<file path="src/rtl/rvc_pkg.sv">
package rvc_pkg;
  typedef enum logic [1:0] {
    S_IDLE   = 2'd0,
    S_SETTLE = 2'd1,
    S_WAIT   = 2'd2
  } rvc_state_t;
endpackage

</file>
<file path="src/rtl/rvc_settle_timer.sv">
module rvc_settle_timer #(
  parameter int SETTLE_W = 8
) (
  input  logic                clk,
  input  logic                rst,
  input  logic                load,
  input  logic [SETTLE_W-1:0] len,
  output logic                expired
);
  logic [SETTLE_W-1:0] cnt;

  always_ff @(posedge clk) begin
    if (rst)              cnt <= '0;
    else if (load)        cnt <= len;
    else if (cnt != '0)   cnt <= cnt - 1'b1;
  end

  assign expired = (cnt == '0);

  // a load always restarts the count from the programmed length
  p_load_len_r3: assert property (@(posedge clk) disable iff (rst)
    load |=> cnt == $past(len));
endmodule

</file>
<file path="src/rtl/rvc_code_step.sv">
module rvc_code_step #(
  parameter int CODE_W = 6
) (
  input  logic [CODE_W-1:0] code,
  output logic [CODE_W-1:0] dn1,
  output logic [CODE_W-1:0] up1,
  output logic [CODE_W-1:0] up2,
  output logic              at_min,
  output logic              at_max
);
  localparam logic [CODE_W-1:0] TOP = {CODE_W{1'b1}};

  always_comb begin
    at_min = (code == '0);
    at_max = (code == TOP);
    dn1    = at_min ? code : code - 1'b1;
    up1    = at_max ? code : code + 1'b1;
    up2    = (code >= TOP - 1'b1) ? TOP : code + CODE_W'(2);
  end
endmodule

</file>
<file path="src/rtl/rvc_ctrl.sv">
module rvc_ctrl
  import rvc_pkg::*;
#(
  parameter int CODE_W   = 6,
  parameter int SETTLE_W = 8
) (
  input  logic                clk,
  input  logic                rst,
  input  logic                start,
  input  logic [SETTLE_W-1:0] settle_len,
  output logic                busy,
  output logic                done,
  output logic                err,
  output logic [CODE_W-1:0]   vcode,
  output logic                test_go,
  input  logic                test_done,
  input  logic                test_pass,
  output logic [CODE_W-1:0]   ret_code
);
  localparam logic [CODE_W-1:0] TOP = {CODE_W{1'b1}};

  rvc_state_t        state;
  logic              climb;
  logic              tmr_load, tmr_exp;
  logic              run_begin, retest, fin_ok, fin_err;
  logic [CODE_W-1:0] nxt_code, dn1, up1, up2;
  logic              at_min, at_max;

  rvc_code_step #(.CODE_W(CODE_W)) u_step (
    .code(vcode), .dn1(dn1), .up1(up1), .up2(up2),
    .at_min(at_min), .at_max(at_max)
  );

  rvc_settle_timer #(.SETTLE_W(SETTLE_W)) u_timer (
    .clk(clk), .rst(rst), .load(tmr_load), .len(settle_len),
    .expired(tmr_exp)
  );

  always_comb begin
    nxt_code  = vcode;
    retest    = 1'b0;
    fin_ok    = 1'b0;
    fin_err   = 1'b0;
    run_begin = (state == S_IDLE) && start;
    if (state == S_WAIT && test_done) begin
      if (test_pass) begin
        if (!climb && !at_min) begin
          nxt_code = dn1;
          retest   = 1'b1;
        end else begin
          fin_ok = 1'b1;
        end
      end else if (at_max) begin
        fin_err = 1'b1;
      end else begin
        nxt_code = climb ? up1 : up2;
        retest   = 1'b1;
      end
    end
    tmr_load = run_begin || retest;
  end

  always_ff @(posedge clk) begin
    if (rst) begin
      state    <= S_IDLE;
      vcode    <= TOP;
      busy     <= 1'b0;
      done     <= 1'b0;
      err      <= 1'b0;
      test_go  <= 1'b0;
      climb    <= 1'b0;
      ret_code <= '0;
    end else begin
      done    <= 1'b0;
      test_go <= 1'b0;
      case (state)
        S_IDLE: begin
          if (run_begin) begin
            vcode    <= TOP;
            busy     <= 1'b1;
            err      <= 1'b0;
            ret_code <= '0;
            climb    <= 1'b0;
            state    <= S_SETTLE;
          end
        end
        S_SETTLE: begin
          if (tmr_exp) begin
            test_go <= 1'b1;
            state   <= S_WAIT;
          end
        end
        S_WAIT: begin
          if (fin_ok) begin
            ret_code <= vcode;
            done     <= 1'b1;
            busy     <= 1'b0;
            state    <= S_IDLE;
          end else if (fin_err) begin
            err   <= 1'b1;
            done  <= 1'b1;
            busy  <= 1'b0;
            state <= S_IDLE;
          end else if (retest) begin
            vcode <= nxt_code;
            climb <= climb | ~test_pass;
            state <= S_SETTLE;
          end
        end
        default: state <= S_IDLE;
      endcase
    end
  end

  // strobe is a single cycle wide
  p_go_pulse_r3: assert property (@(posedge clk) disable iff (rst)
    test_go |=> !test_go);
  // no strobe on the cycle a new code appears
  p_go_not_on_change_r3: assert property (@(posedge clk) disable iff (rst)
    (vcode != $past(vcode)) |-> !test_go);
  // quiet when idle
  p_idle_quiet_r3: assert property (@(posedge clk) disable iff (rst)
    !busy |-> !test_go);
  // descent moves down by exactly one
  p_descend_one_r4: assert property (@(posedge clk) disable iff (rst)
    (state == S_WAIT && test_done && test_pass && !climb && vcode != '0)
      |=> (int'(vcode) == int'($past(vcode)) - 1));
  // first fail lifts by two, saturated
  p_raise_two_r5: assert property (@(posedge clk) disable iff (rst)
    (state == S_WAIT && test_done && !test_pass && !climb && vcode != TOP)
      |=> (int'(vcode) == ((int'($past(vcode)) + 2 > int'(TOP)) ?
                            int'(TOP) : int'($past(vcode)) + 2)));
  // completion pulse is a single cycle wide
  p_done_pulse_r6: assert property (@(posedge clk) disable iff (rst)
    done |=> !done);
  // error only raised from the top code
  p_err_top_r9: assert property (@(posedge clk) disable iff (rst)
    $rose(err) |-> (vcode == TOP));
  // a request during a run disturbs nothing
  p_busy_start_r10: assert property (@(posedge clk) disable iff (rst)
    (busy && start && !test_done) |=> busy && $stable(vcode) && $stable(ret_code));
endmodule

</file>
<file path="config.mk">
export PLATFORM = sky130hd
export DESIGN_NAME = rvc_ctrl
export DESIGN_NICKNAME = d
export VERILOG_FILES = /design/src/rtl/rvc_pkg.sv /design/src/rtl/rvc_settle_timer.sv /design/src/rtl/rvc_code_step.sv /design/src/rtl/rvc_ctrl.sv
export SDC_FILE = /design/constraint.sdc
export NUM_CORES = 1
export LEC_CHECK = 0
export ABC_CLOCK_PERIOD_IN_PS = 2330
export BUFFER_PORTS_ARGS = -buffer_cell sky130_fd_sc_hd__clkbuf_2
export CAP_MARGIN = 25
export CORE_MARGIN = 2
export CORE_UTILIZATION = 45
export DETAILED_ROUTE_END_ITERATION = 10
export GPL_ROUTABILITY_DRIVEN = 0
export PLACE_DENSITY = 0.77
export RECOVER_POWER = 50
export SETUP_SLACK_MARGIN = 0.05
export SYNTH_ARGS = -nofsm -noshare
export SYNTH_HDL_FRONTEND = slang
export SYNTH_HIERARCHICAL = 1
export SYNTH_SLANG_ARGS = --single-unit
export TNS_END_PERCENT = 30
</file>
<file path="constraint.sdc">
create_clock -name clk -period 2.33 [get_ports clk]
set_input_delay 0.233 -clock clk [delete_from_list [all_inputs] [get_ports clk]]
set_output_delay 0.233 -clock clk [all_outputs]
set_load 0.05 [all_outputs]
</file>
==> flow_summary_export.csv <==
group,metric,value,unit
route,postRouteAntennaNets,0,
logic_synthesis,synthAdderAreaFrac,4.57,%
floorplanning,ios,29,
power,power.density,621,nW/µm²
timing,slew_headroom,47.2,%
cells_and_area,final_nets,265,
timing,clock_skew,0.00565,ns
timing,grt_setup_unrepaired,"false",
logic_synthesis,yosys-top-cells-area,"dfxtp_1 28%, mux2i_1 7.3%, mux2_2 4.7%",
clock_tree,clk_pin_slew,0.10,ns
route,drt-pass1-iter-count,4,
route,via_count,1636,
critical_path,critPathCaptureType,"flop",
place,io_buffers,28,
cells_and_area,area_growth,13.2,%
timing,slew_viol_final,0,
clock_tree,insertion_delay,0.27,ns
clock_tree,clock_path_buffers,2,
timing,finalCriticalPeriod,2.17,ns
logic_synthesis,ys_warn_count,6,
global_route,grt_first_pass_wirelength,7300,µm
floorplanning,die_h,69.3,µm
timing,setup-violations-final,0,
logic_synthesis,syn_area,1920,µm²
job,maxCapViolCount,0,
timing,tightest_slew,0.785,ns
logic_synthesis,postSynthAreaPerCell,8.92,µm²
logic_synthesis,synth_simple_gate_area_share,26.9,%
place,hpwl,3140,µm
route,routed_wl,4400,µm
logic_synthesis,synth_top_area_cell,"dfxtp_1",
global_route,overflow,0,
global_route,grt_max_degree,31,
critical_path,worstPathArrival,2.38,ns
clock_tree,clock-root-buffer,"clkbuf_8",
floorplanning,design.core.area,4060,µm²
floorplanning,start_util,47.3,%
floorplanning,num_rows,23,
route,first_iter_violations,132,
critical_path,crit_fanout,15,
critical_path,critical_path_class,"flop to flop",
cells_and_area,antenna_cells,0,
logic_synthesis,synth_nets,235,
clock_tree,cts_tree,"yes",
clock_tree,cts.sinks,27,
logic_synthesis,ys_seq_area_share,28.2,%
critical_path,cp_data_required_time,2.54,ns
global_route,antenna_found_initial,0,
clock_tree,cts_inserted_buffers,3,
logic_synthesis,synthArstFlopShare,0,%
clock_tree,cts_hold_buf,0,
timing,hold_violations,0,
route,wire_per_inst,15.0,µm
cells_and_area,fin_cells,294,
cells_and_area,drive_above_1_share,24.6,%
logic_synthesis,synth_commonest_cells,"27 x dfxtp_1, 23 x nand2_1, 14 x mux2i_1, 13 x nor2_1, 10 x xnor2_1",
power,p_total,1.35,mW
logic_synthesis,yosysMostFrequentCell,"dfxtp_1",
cells_and_area,fillers,396,
place,place_inst,287,
logic_synthesis,synth_top_family_by_area,"simple AND/OR/NAND/NOR gates",
logic_synthesis,synth_ff_type,"dfxtp_1",
power,peakVddDrop,314,µV
logic_synthesis,synth_cells,215,
logic_synthesis,synth_edf_count,0,
floorplanning,fp.dieW,69.3,µm
timing,fmax,461,MHz
global_route,grt_pass1_vias,1601,
timing,fin_crit_sh,93.1,%
logic_synthesis,synth_compound_area_share,15.5,%
route,drc_errors,0,
logic_synthesis,yosys_register_bits,27,
route,via_per_inst,5.56,
logic_synthesis,synth_mux_area_share,12.0,%
outcome,status,"finished clean",
global_route,grt.total_usage,18.0,%
logic_synthesis,synth_cell_types,45,
floorplanning,dieArea,4800,µm²
worst_hold_path,hp-class,"primary input to flop",
clock_tree,htreeDepth,1,
power,power.leakage,0.834,nW
logic_synthesis,synth_top_cell_area_share,28.2,%
logic_synthesis,synthXorXnorAreaFrac,5.94,%
critical_path,critPathLaunchType,"flop",
cells in the final DEF (no fill, tap or decap), types with 2 or more instances in the layout:
| cell | Yosys | routed |
|---|---|---|
| mux2_2 | 8 | 8 |
| clkbuf_1 | 5 | 16 |
| nand3_1 | 3 | 3 |
| clkbuf_2 | 0 | 12 |
| nor3b_1 | 4 | 4 |
| o32ai_1 | 4 | 4 |
| o21a_1 | 5 | 5 |
| ha_1 | 7 | 6 |
| dfxtp_1 | 27 | 23 |
| dfxtp_2 | 0 | 2 |
| buf_4 | 3 | 13 |
| inv_1 | 7 | 6 |
| dfxtp_4 | 0 | 2 |
| nand2_1 | 23 | 23 |
| clkbuf_8 | 0 | 3 |
| nand2b_1 | 8 | 8 |
| nand4_1 | 3 | 3 |
| xor2_1 | 3 | 3 |
| or2_2 | 7 | 6 |
| xnor2_1 | 10 | 10 |
| nor2_1 | 13 | 13 |
| nor3_1 | 6 | 6 |
| mux2i_1 | 14 | 14 |
| a311oi_1 | 7 | 7 |
| a31oi_1 | 8 | 8 |
| a211oi_1 | 2 | 2 |
| a21oi_1 | 3 | 3 |
| o21ai_0 | 4 | 4 |
| nor2b_1 | 4 | 4 |
per-stage QoR:
| stage | hold slack [ns] | setup slack (ns) | instance area (µm²) | TNS (ns) | util [%] |
|---|---|---|---|---|---|
| after floorplan | 0.393 | -0.0525 | 1980 | -0.0527 | - |
| after global placement | 0.455 | 0.261 | 2130 | 0 | 52.6 |
| after detailed placement | 0.465 | 0.190 | 2130 | 0 | 52.6 |
| after CTS | 0.206 | 0.169 | 2180 | 0 | 53.8 |
| after global routing | 0.206 | 0.0532 | 2170 | 0 | 53.5 |
| final | 0.208 | 0.162 | 2170 | 0 | 53.5 |
flip-flops by register name, summed over array words and instances, names as in the netlist:
name         cells
state            2
climb            1
done             1
err              1
vcode            6
u_timer/cnt      8
test_go          1
ret_code         6
busy             1
logic make-up (layout without fill, tap and decap cells):
logic type | Yosys count | after routing
buf+inv | 23 | 52
flops | 27 | 27
simple gates | 84 | 84
mux | 22 | 22
xor+xnor | 13 | 13
fa+ha+maj | 7 | 7
compound gates | 39 | 39
report_power, final:
group / total [mW] / switching (mW) / internal [mW]
logic: 0.480 / 0.265 / 0.215
clock network: 0.279 / 0.158 / 0.121
registers: 0.589 / 0.0638 / 0.526
final timing paths:
| path | slack (ns) | depth (start not counted) | end | start |
|---|---|---|---|---|
| max reg2reg | 0.16 | 8 | u_timer/cnt[0] | vcode[1] |
| max | 0.16 | 8 | u_timer/cnt[0] | vcode[1] |
| min | 0.21 | 3 | u_timer/cnt[4] | settle_len[4] |
| min reg2reg | 0.48 | 1 | err | err |
critical path, stage by stage (launching register included):
cell and delay [ns]:
dfxtp_4 0.39, inv_1 0.16, ha_4 0.17, nand2b_4 0.05, nor4_4 0.35, o21ai_4 0.10, a31o_4 0.31, or4_4 0.49
o211ai_2 0.07
per-layer routing:
layer	part of all wire, %	vias up	global-route usage, %	routed length [µm]
met2	48	41	30.3	2130
met5	0	-	0	0
li1	-	826	-	-
met4	0.77	0	5.01	34
met1	47	765	24.0	2060
met3	3.8	4	2.47	166
area by class of cell:
class	instances	area, µm²	area share [%]
Clock buffer	3	41.3	1.90
Clock inverter	1	7.51	0.346
Inverter	7	31.3	1.44
Multi-Input combinational cell	165	1260	58.1
Sequential cell	27	551	25.3
Tap cell	50	62.6	2.88
Timing Repair Buffer	41	218	10.0
timing repair:
item,CTS,global route
buffers inserted,0,3
gates resized for setup,0,1
endpoints found under the setup margin,0,1
(Power assumes the default switching activity.)
